--- src/rtl/dac_cmd_pkg.sv ---
package dac_cmd_pkg;
  localparam int DATA_W = 8;
  localparam int NUM_CH = 4;
  localparam int ADDR_W = 3;
  localparam int OP_W   = 2;
  localparam int HDR_W  = 1 + OP_W + ADDR_W;
  localparam int WORD_W = HDR_W + DATA_W;

  typedef enum logic [OP_W-1:0] {
    OP_WRITE  = 2'b00,
    OP_STORE  = 2'b01,
    OP_READ   = 2'b10,
    OP_RECALL = 2'b11
  } op_e;

  typedef struct packed {
    logic              start;
    op_e               op;
    logic [ADDR_W-1:0] sel;
  } hdr_t;

  localparam logic [ADDR_W-1:0] SEL_MS = ADDR_W'(NUM_CH);

  function automatic hdr_t hdr_from_prefix(logic [HDR_W-1:0] p);
    return hdr_t'(p);
  endfunction

  function automatic hdr_t hdr_from_word(logic [WORD_W-1:0] w);
    return hdr_t'(w[WORD_W-1 -: HDR_W]);
  endfunction

  function automatic logic [DATA_W-1:0] data_from_word(logic [WORD_W-1:0] w);
    return w[DATA_W-1:0];
  endfunction

  function automatic logic sel_valid(logic [ADDR_W-1:0] s);
    return s <= SEL_MS;
  endfunction

  function automatic logic sel_is_channel(logic [ADDR_W-1:0] s);
    return s < SEL_MS;
  endfunction
endpackage

--- src/rtl/dac_serial_rx.sv ---
module dac_serial_rx #(
  parameter int WORD_W      = 14,
  parameter int HDR_W       = 6,
  parameter int SYNC_STAGES = 2
) (
  input  logic              clk,
  input  logic              rst_n,
  input  logic              sclk,
  input  logic              cs_n,
  input  logic              sdi,
  output logic [WORD_W-1:0] shreg,
  output logic              hdr_stb,
  output logic              word_stb,
  output logic              abort_stb,
  output logic              shift_stb,
  output logic              cs_fall_stb,
  output logic              cs_high
);
  localparam int CNT_W = $clog2(WORD_W + 1);

  logic [SYNC_STAGES-1:0] sclk_q, cs_q, sdi_q;
  logic                   sclk_d, cs_d;
  logic [CNT_W-1:0]       cnt;

  logic sclk_s, cs_s, sdi_s, full, take;
  assign sclk_s  = sclk_q[SYNC_STAGES-1];
  assign cs_s    = cs_q[SYNC_STAGES-1];
  assign sdi_s   = sdi_q[SYNC_STAGES-1];
  assign full    = (cnt == CNT_W'(WORD_W));
  assign take    = sclk_s & ~sclk_d & ~cs_s & ~full;
  assign cs_high = cs_s;

  always_ff @(posedge clk or negedge rst_n) begin
    if (!rst_n) begin
      sclk_q      <= '0;
      cs_q        <= '1;
      sdi_q       <= '0;
      sclk_d      <= 1'b0;
      cs_d        <= 1'b1;
      cnt         <= '0;
      shreg       <= '0;
      hdr_stb     <= 1'b0;
      word_stb    <= 1'b0;
      abort_stb   <= 1'b0;
      shift_stb   <= 1'b0;
      cs_fall_stb <= 1'b0;
    end else begin
      sclk_q      <= {sclk_q[SYNC_STAGES-2:0], sclk};
      cs_q        <= {cs_q[SYNC_STAGES-2:0], cs_n};
      sdi_q       <= {sdi_q[SYNC_STAGES-2:0], sdi};
      sclk_d      <= sclk_s;
      cs_d        <= cs_s;
      hdr_stb     <= take && (cnt == CNT_W'(HDR_W - 1));
      word_stb    <= take && (cnt == CNT_W'(WORD_W - 1));
      shift_stb   <= take;
      abort_stb   <= cs_s && !cs_d && (cnt != '0) && !full;
      cs_fall_stb <= !cs_s && cs_d;
      if (cs_s) begin
        cnt <= '0;
      end else if (take) begin
        cnt   <= cnt + CNT_W'(1);
        shreg <= {shreg[WORD_W-2:0], sdi_s};
      end
    end
  end
endmodule

--- src/rtl/dac_nv_timer.sv ---
module dac_nv_timer #(
  parameter int unsigned STORE_CYCLES = 650000
) (
  input  logic clk,
  input  logic rst_n,
  input  logic start,
  output logic busy,
  output logic done
);
  localparam int CW = $clog2(STORE_CYCLES + 1);

  logic [CW-1:0] cnt;

  assign done = busy && (cnt == CW'(STORE_CYCLES - 1));

  always_ff @(posedge clk or negedge rst_n) begin
    if (!rst_n) begin
      busy <= 1'b0;
      cnt  <= '0;
    end else if (!busy) begin
      if (start) begin
        busy <= 1'b1;
        cnt  <= '0;
      end
    end else if (done) begin
      busy <= 1'b0;
    end else begin
      cnt <= cnt + CW'(1);
    end
  end
endmodule

--- src/rtl/dac_reg_bank.sv ---
module dac_reg_bank #(
  parameter int NUM_CH = 4,
  parameter int DATA_W = 8,
  parameter int ADDR_W = 3
) (
  input  logic                     clk,
  input  logic                     rst_n,
  input  logic                     vol_we,
  input  logic [ADDR_W-1:0]        vol_sel,
  input  logic [DATA_W-1:0]        vol_data,
  input  logic                     rcl_en,
  input  logic [ADDR_W-1:0]        rcl_sel,
  input  logic                     nv_we,
  input  logic [ADDR_W-1:0]        nv_sel,
  input  logic [DATA_W-1:0]        nv_data,
  input  logic [ADDR_W-1:0]        rd_sel,
  output logic [DATA_W-1:0]        rd_data,
  output logic [NUM_CH*DATA_W-1:0] ch_code,
  output logic [DATA_W-1:0]        ms_state
);
  localparam logic [ADDR_W-1:0] MS_SEL = ADDR_W'(NUM_CH);

  for (genvar g = 0; g < NUM_CH; g++) begin : g_ch
    logic [DATA_W-1:0] vol_q, nv_q;
    always_ff @(posedge clk or negedge rst_n) begin
      if (!rst_n) begin
        vol_q <= '0;
        nv_q  <= '0;
      end else begin
        if (vol_we && vol_sel == ADDR_W'(g))      vol_q <= vol_data;
        else if (rcl_en && rcl_sel == ADDR_W'(g)) vol_q <= nv_q;
        if (nv_we && nv_sel == ADDR_W'(g))        nv_q  <= nv_data;
      end
    end
    assign ch_code[g*DATA_W +: DATA_W] = vol_q;
  end

  logic [DATA_W-1:0] ms_nv;
  always_ff @(posedge clk or negedge rst_n) begin
    if (!rst_n) begin
      ms_state <= '0;
      ms_nv    <= '0;
    end else begin
      if (vol_we && vol_sel == MS_SEL)      ms_state <= vol_data;
      else if (rcl_en && rcl_sel == MS_SEL) ms_state <= ms_nv;
      if (nv_we && nv_sel == MS_SEL)        ms_nv    <= nv_data;
    end
  end

  always_comb begin
    rd_data = ms_state;
    for (int i = 0; i < NUM_CH; i++) begin
      if (rd_sel == ADDR_W'(i)) rd_data = ch_code[i*DATA_W +: DATA_W];
    end
  end
endmodule

--- src/rtl/dac_sdo_shift.sv ---
module dac_sdo_shift #(
  parameter int DATA_W = 8
) (
  input  logic              clk,
  input  logic              rst_n,
  input  logic              load,
  input  logic [DATA_W-1:0] load_data,
  input  logic              shift,
  input  logic              clear,
  output logic              sdo,
  output logic              sdo_oe
);
  logic [DATA_W-1:0] sh;

  assign sdo = sh[DATA_W-1];

  always_ff @(posedge clk or negedge rst_n) begin
    if (!rst_n) begin
      sh     <= '0;
      sdo_oe <= 1'b0;
    end else if (load) begin
      sh     <= load_data;
      sdo_oe <= 1'b1;
    end else if (clear) begin
      sdo_oe <= 1'b0;
    end else if (shift && sdo_oe) begin
      sh <= {sh[DATA_W-2:0], 1'b0};
    end
  end
endmodule

--- src/rtl/dac_cmd_if.sv ---
module dac_cmd_if
  import dac_cmd_pkg::*;
#(
  parameter int unsigned STORE_CYCLES = 650000,
  parameter int          SYNC_STAGES  = 2
) (
  input  logic                     clk,
  input  logic                     rst_n,
  input  logic                     sclk,
  input  logic                     cs_n,
  input  logic                     sdi,
  output logic                     sdo,
  output logic                     sdo_oe,
  output logic                     ready,
  output logic [NUM_CH*DATA_W-1:0] ch_code,
  output logic [NUM_CH-1:0]        ch_mute,
  output logic [NUM_CH-1:0]        ch_shdn,
  output logic                     drop_flag
);
  logic [WORD_W-1:0] shreg;
  logic hdr_stb, word_stb, abort_stb, shift_stb, cs_fall_stb, cs_high;

  dac_serial_rx #(.WORD_W(WORD_W), .HDR_W(HDR_W), .SYNC_STAGES(SYNC_STAGES)) rx_i (
    .clk(clk), .rst_n(rst_n), .sclk(sclk), .cs_n(cs_n), .sdi(sdi),
    .shreg(shreg), .hdr_stb(hdr_stb), .word_stb(word_stb), .abort_stb(abort_stb),
    .shift_stb(shift_stb), .cs_fall_stb(cs_fall_stb), .cs_high(cs_high)
  );

  hdr_t              pre, wh;
  logic [DATA_W-1:0] wdata;
  assign pre   = hdr_from_prefix(shreg[HDR_W-1:0]);
  assign wh    = hdr_from_word(shreg);
  assign wdata = data_from_word(shreg);

  logic nv_busy, store_fire;
  logic hdr_store_go, rd_load, word_ok, accept, reject_stb, store_start;
  logic store_pend;

  assign hdr_store_go = hdr_stb && pre.start && pre.op == OP_STORE && sel_valid(pre.sel) && !nv_busy;
  assign rd_load      = hdr_stb && pre.start && pre.op == OP_READ  && sel_valid(pre.sel) && !nv_busy;
  assign word_ok      = word_stb && wh.start && sel_valid(wh.sel);
  assign reject_stb   = word_ok && nv_busy;
  assign accept       = word_ok && !nv_busy;
  assign store_start  = accept && wh.op == OP_STORE;

  logic [DATA_W-1:0] ms_state, rd_data, st_data;
  logic [ADDR_W-1:0] st_sel;

  always_ff @(posedge clk or negedge rst_n) begin
    if (!rst_n) begin
      store_pend <= 1'b0;
      drop_flag  <= 1'b0;
      st_sel     <= '0;
      st_data    <= '0;
    end else begin
      if (word_stb || abort_stb) store_pend <= 1'b0;
      else if (hdr_store_go)     store_pend <= 1'b1;
      if (reject_stb) drop_flag <= 1'b1;
      if (store_start) begin
        st_sel  <= wh.sel;
        st_data <= sel_is_channel(wh.sel) ? wdata : ms_state;
      end
    end
  end

  dac_nv_timer #(.STORE_CYCLES(STORE_CYCLES)) tmr_i (
    .clk(clk), .rst_n(rst_n), .start(store_start), .busy(nv_busy), .done(store_fire)
  );

  dac_reg_bank #(.NUM_CH(NUM_CH), .DATA_W(DATA_W), .ADDR_W(ADDR_W)) bank_i (
    .clk(clk), .rst_n(rst_n),
    .vol_we(accept && wh.op == OP_WRITE), .vol_sel(wh.sel), .vol_data(wdata),
    .rcl_en(accept && wh.op == OP_RECALL), .rcl_sel(wh.sel),
    .nv_we(store_fire), .nv_sel(st_sel), .nv_data(st_data),
    .rd_sel(pre.sel), .rd_data(rd_data),
    .ch_code(ch_code), .ms_state(ms_state)
  );

  dac_sdo_shift #(.DATA_W(DATA_W)) sdo_i (
    .clk(clk), .rst_n(rst_n), .load(rd_load), .load_data(rd_data),
    .shift(shift_stb), .clear(cs_fall_stb), .sdo(sdo), .sdo_oe(sdo_oe)
  );

  assign ready   = !(store_pend || nv_busy);
  assign ch_mute = ms_state[NUM_CH-1:0];
  assign ch_shdn = ms_state[2*NUM_CH-1:NUM_CH];
endmodule

--- config.mk ---
export PLATFORM = sky130hd
export DESIGN_NAME = dac_cmd_if
export DESIGN_NICKNAME = d
export VERILOG_FILES = /design/src/rtl/dac_cmd_pkg.sv /design/src/rtl/dac_serial_rx.sv /design/src/rtl/dac_nv_timer.sv /design/src/rtl/dac_reg_bank.sv /design/src/rtl/dac_sdo_shift.sv /design/src/rtl/dac_cmd_if.sv
export SDC_FILE = /design/constraint.sdc
export NUM_CORES = 1
export LEC_CHECK = 0
export BUFFER_PORTS_ARGS = -buffer_cell sky130_fd_sc_hd__buf_2
export CAP_MARGIN = 20
export CORE_MARGIN = 3
export CORE_UTILIZATION = 55
export DETAILED_ROUTE_END_ITERATION = 12
export PLACE_DENSITY_LB_ADDON = 0.05
export SYNTH_ARGS = -nofsm -noshare
export SYNTH_HDL_FRONTEND = slang
export SYNTH_HIERARCHICAL = 1
export SYNTH_SLANG_ARGS = --single-unit
--- constraint.sdc ---
create_clock -name clk -period 2.3 [get_ports clk]
set_input_delay 0.345 -clock clk [delete_from_list [all_inputs] [get_ports clk]]
set_output_delay 0.345 -clock clk [all_outputs]
set_load 0.005 [all_outputs]
Word level (Yosys, flattened, before mapping)
Index checks and enable logic that the tools add are counted.
- add/subtract/negate cells: 2
- $lt $le $gt $ge: 3
- equal/unequal tests: 21
- muxes and demuxes: 30
- bitwise gates (word level): 6
- reduce and logical (&&, ||, !) cells: 62
- operator list (kind ; number):
    8-bit two-way mux ; 18
    20-bit two-way mux ; 3
    1-bit logical AND ; 37
    20-bit by 1-bit adder with 20-bit output (second input constant) ; 1
    20-bit == test (second input constant) ; 1
    2-bit nonzero test ; 10
    3-bit by 2-bit == test with 1-bit output (second input constant) ; 6
    3-bit by 1-bit == test with 1-bit output (second input constant) ; 3
    3-bit zero test ; 3
    4-bit == test (second input constant) ; 2
    4-bit two-way mux ; 2
    1-bit two-way mux ; 7
    3-bit == test (second input constant) ; 2
    3-bit less-or-equal comparator (second input constant) ; 2
    2-bit AND reduction ; 3
    1-bit zero test ; 5
    4-bit by 1-bit adder with 4-bit output (second input constant) ; 1
    2-bit by 1-bit == test with 1-bit output (second input constant) ; 2
    2-bit == test (second input constant) ; 2
    4-bit by 3-bit == test with 1-bit output (second input constant) ; 1
    2-bit != test (second input constant) ; 2
    4-bit nonzero test ; 1
    1-bit AND ; 3
    3-bit less-than comparator (second input constant) ; 1
    other kinds (3) ; 6
- flip-flop bits (word level): 154
- bits of input ports: 5
- logic and storage cells: 154

Depth between registers and ports, before layout
- word-level depth: 7
- mapped depth: 8
- gate-level depth less buffers: 7

Cells and area by module
Netlist, hierarchy kept.
- by module, submodules not included (module ; times used ; cells each ; area an instance (um2) ; sequential area each (um2)):
    dac_reg_bank ; 1 ; 287 ; 3728.6 ; 2001.9
    dac_nv_timer ; 1 ; 149 ; 1346.3 ; 525.5
    dac_serial_rx ; 1 ; 76 ; 1222.4 ; 779.5
    dac_cmd_if ; 1 ; 52 ; 696.9 ; 325.3
    dac_sdo_shift ; 1 ; 46 ; 476.7 ; 225.2

Least setup slack after synthesis
No wires, ideal clock.
- path type: reg2reg
- start: register tmr_i.cnt[7]
- end: register bank_i.ms_nv[0]
- setup time: 0.125 ns
- arrival time: 2.256 ns
- required time: 2.175 ns
- setup slack: -0.080 ns
- stages on the path, launching flop included: 8
- path buffers: 1
- clock period less this slack: 2.380 ns
- cells stage by stage: dfrtp_1 clkbuf_1 or4_1 nor3_2 and3_1 nand2_1 nor3_2 mux2_2
- cells in the longest elaborated chain, start to end: 3
- RTL lines (what ; RTL line ; RTL):
    start, declared ; dac_nv_timer.sv:12 ; logic [CW-1:0] cnt;
    start signal, assigned ; dac_nv_timer.sv:28 ; cnt <= cnt + CW'(1);
    20-bit == test ; dac_nv_timer.sv:14 ; assign done = busy && (cnt == CW'(STORE_CYCLES - 1));
    1-bit logical AND ; dac_nv_timer.sv:14 ;
    net store_fire ; dac_cmd_if.sv:35 ; logic nv_busy, store_fire;
    1-bit logical AND ; dac_reg_bank.sv:46 ; if (nv_we && nv_sel == MS_SEL) ms_nv <= nv_data;
    end signal, assigned ; dac_reg_bank.sv:46 ;
    end, declared ; dac_reg_bank.sv:38 ; logic [DATA_W-1:0] ms_nv;
The timed path passes the listed nets, and every way through them passes these cells.
A chain may end at the register's enable or synchronous reset.

Final worst setup path
- start: register tmr_i.cnt[6]
- end: register bank_i.g_ch[1].nv_q[4]
- cells in the longest elaborated chain, start to end: 3
- RTL lines (what ; RTL line ; RTL):
    20-bit == test ; dac_nv_timer.sv:14 ;
    1-bit logical AND ; dac_nv_timer.sv:14 ;
    net store_fire ; dac_cmd_if.sv:35 ;
    1-bit logical AND ; dac_reg_bank.sv:32 ; if (nv_we && nv_sel == ADDR_W'(g)) nv_q <= nv_data;
    end signal, assigned ; dac_reg_bank.sv:32 ;
    end, declared ; dac_reg_bank.sv:24 ; logic [DATA_W-1:0] vol_q, nv_q;
The timed path passes the listed nets, and every way through them passes these cells.

==> flow_metrics.py <==
metrics = {
    "global_route": {
        "grt-ovfl-total": 0,
        "grt_max_degree": 56,
        "antenna_found_initial": 0,
        "grt_pass1_wl_mm": 28.9,
        "grt_pass1_vias": 5222,
        "grt_use_total": 0.256,
    },
    "critical_path": {
        "worstSetupStartpointType": "register",
        "crit_fanout": 8,
        "path_cells": "or4_4, nor3_4, and3_4, and4bb_2, mux2_2",
        "cpMaxStageDelayCell": "or4_4",
        "critical-path-max-stage-delay_ps": 560,
        "critPathTopFamily": "simple AND/OR/NAND/NOR gates",
        "worst_setup_path_end_kind": "register",
        "crit_buf_inv": 0,
        "arrival_ps": 2530,
        "worstPathRequired_ps": 2610,
        "r2r_slack_ps": 80,
        "path_class": "register to register",
    },
    "timing": {
        "hold_violations": 0,
        "max_freq_mhz": 450,
        "rsz0062_at_grt": "no",
        "fin_hold_ws_ps": 20.8,
        "fin_worst_skew_ps": 7.84,
        "worst_slew_pin_slew_ps": 635,
        "setup_slack_ps": 79.9,
        "tns_ps": 0,
        "maxSlewHeadroom": 0.575,
        "layout_min_cycle_time_ps": 2220,
        "finalMaxSlewViolations": 0,
        "min_period_over_period": 0.965,
        "setup_viol_count_final": 0,
    },
    "layout": {
        "nets": 698,
        "n_antenna_cell": 0,
        "drive_gt1_frac": 0.371,
        "fin_cells": 873,
        "area_growth_syn_to_layout_pct": 18.2,
    },
    "power_and_ir_drop": {
        "power_mw": 6.43,
        "p_per_area_nw_per_um2": 728,
        "p_int_mw": 4.92,
        "pwr-share-clk": 0.457,
        "p_leak_nw": 4.18,
        "pwr-share-comb": 0.083,
        "p_sw_mw": 1.51,
        "p_sw_frac": 0.235,
        "p_seq_frac": 0.460,
        "peakVddDrop_mv": 0.404,
    },
    "yosys": {
        "ys_types": 76,
        "synth_edf_count": 0,
        "synth_top_cell_area_share": 0.506,
        "synth_cells": 610,
        "yosys-top-cells-area": "dfrtp_1 (51%), mux2_2 (9.8%), mux2i_1 (5.8%)",
        "ys_ff_latch": 154,
        "yosys_warnings": 6,
        "synth.avg_cell_area_um2": 12.2,
        "synthFlopType": "dfrtp_1",
        "synthArstFlopShare": 1.00,
        "yosysSeqAreaShare": 0.516,
        "yosysTopAreaCell": "dfrtp_1",
        "synth_nets": 620,
        "synth_area_um2": 7470,
    },
    "die": {
        "initial_utilization": 0.578,
        "core_area_um2": 12900,
        "rows": 41,
        "fp.dieH_um": 123,
        "die_area_um2": 15000,
        "ios": 49,
        "fp.dieW_um": 123,
    },
    "clocking": {
        "clockBufferDepth": 2,
        "cts.sinks": 154,
        "cts_tree": "yes",
        "cts_inserted_buffers": 17,
        "htreeDepth": 4,
        "cts.clk_slew.worst_paths_ps": 60,
        "clock-root-buffer": "clkbuf_16",
        "clock_latency_ps": 420,
    },
    "min_path": {
        "hp-class": "primary input to register",
    },
    "drt": {
        "drtPass1Iterations": 7,
        "routed_via_density": 6.04,
        "wire_per_inst_um": 20.5,
        "drc": 0,
        "routed_wl_mm": 17.9,
        "via_count": 5277,
        "first_iter_violations": 328,
        "ant_nets": 0,
    },
    "placement": {
        "dp_cells": 839,
        "hpwl_mm": 12.0,
        "pre_cts_slack_ps": -20.6,
        "gp_congestion": 0.900,
        "io_buffers": 48,
    },
    "outcome": {
        "outcome": "finished clean",
    },
    "run": {
        "cap_viol_max_count": 0,
    },
}
==> per-layer routing <==
layer	vias up	routed length [um]	GRT usage
li1	2420	-	-
met1	2679	7820	0.343
met2	152	8860	0.419
met3	26	874	0.0512
met4	0	336	0.0896
met5	-	0	0
==> Yosys cell counts, types with 4 or more instances <==
master	n
nor2_1	15
mux2i_1	43
dfrtp_1	151
a21oi_1	21
inv_1	7
o21ai_1	7
nand2_1	57
and3_1	7
a41oi_1	5
buf_2	9
nor3_1	6
ha_1	5
mux4_2	8
a21oi_2	14
nor2b_1	9
nand4_1	8
clkbuf_1	16
and4_1	5
a211oi_1	4
mux2_4	15
mux2_2	65
nand3_1	11
and4bb_2	4
nand4b_1	4
a311oi_1	4
o21ai_0	34
==> power by group through the flow <==
stage	combinational (mW)	sequential (mW)	clock, mW
2_1_floorplan	0.275	2.96	0
3_3_place_gp	0.525	2.99	0
3_5_place_dp	0.534	3.00	0
4_1_cts	0.539	2.95	2.98
5_1_grt	0.575	2.97	3.10
6_report	0.534	2.96	2.94
==> placed cells by master, fill, tap and decap left out, types with 14 or more instances in the layout <==
cell / n
mux2_2: 65
mux2_4: 15
a21oi_1: 21
nand2_1: 57
buf_4: 38
buf_2: 47
nor2_1: 15
a21oi_2: 14
clkbuf_16: 17
dfrtp_1: 151
mux2i_1: 43
o21ai_0: 34
==> cell families after synthesis <==
logic type	share of synthesized area
AO/OA/AOI/OAI	0.0936
XOR/XNOR	0.00235
adder cells (fa/ha/maj)	0.00837
buffers and inverters	0.0285
flip-flops	0.516
multiplexers	0.210
AND/OR/NAND/NOR	0.141
==> timing repair <==
action,CTS,global route
setup buffers,1,0
resized for setup,3,5
endpoints found under the setup margin,33,43
pin swaps,1,1
endpoints found under the hold margin,52,0
hold buffers,1,0
==> stage by stage <==
| stage | util | area (um^2) |
|---|---|---|
| after floorplan | - | 7480 |
| after global placement | 0.631 | 8150 |
| after detailed placement | 0.631 | 8150 |
| after CTS | 0.682 | 8810 |
| after global routing | 0.683 | 8830 |
| final | 0.683 | 8830 |
==> worst paths after layout <==
| check | endpoint | cells after the start | startpoint |
|---|---|---|---|
| min in group asynchronous | bank_i/g_ch[0].vol_q[1] | 2 | rst_n |
| setup reg to reg | bank_i/g_ch[1].nv_q[4] | 5 | tmr_i/cnt[6] |
| setup / recovery | bank_i/g_ch[1].nv_q[4] | 5 | tmr_i/cnt[6] |
| max in group asynchronous | sdo_i/sh[0] | 3 | rst_n |
| hold reg to reg | rx_i/cs_q[1] | 0 | rx_i/cs_q[0] |
| hold / removal | rx_i/cs_q[0] | 1 | cs_n |
==> registers in the layout, summed over array words and instances (netlist names), 2 cells and up <==
register	cells
bank_i/g_ch.nv_q	32
bank_i/g_ch.vol_q	32
bank_i/ms_nv	8
bank_i/ms_state	8
rx_i/cnt	4
rx_i/cs_q	2
rx_i/sclk_q	2
rx_i/sdi_q	2
rx_i/shreg	14
sdo_i/sh	8
st_data	8
st_sel	3
tmr_i/cnt	20
==> layout make-up <==
cell class | count | area (um^2)
fillers | 983 | 4100
clock inverters | 6 | 108
clock buffers | 26 | 519
flip-flops and latches | 154 | 3860
multi-input cells | 415 | 3470
repair buffers | 91 | 622
well taps | 172 | 215
inverters | 9 | 38.8
No activity file was read; power rests on OpenSTA's default activity.
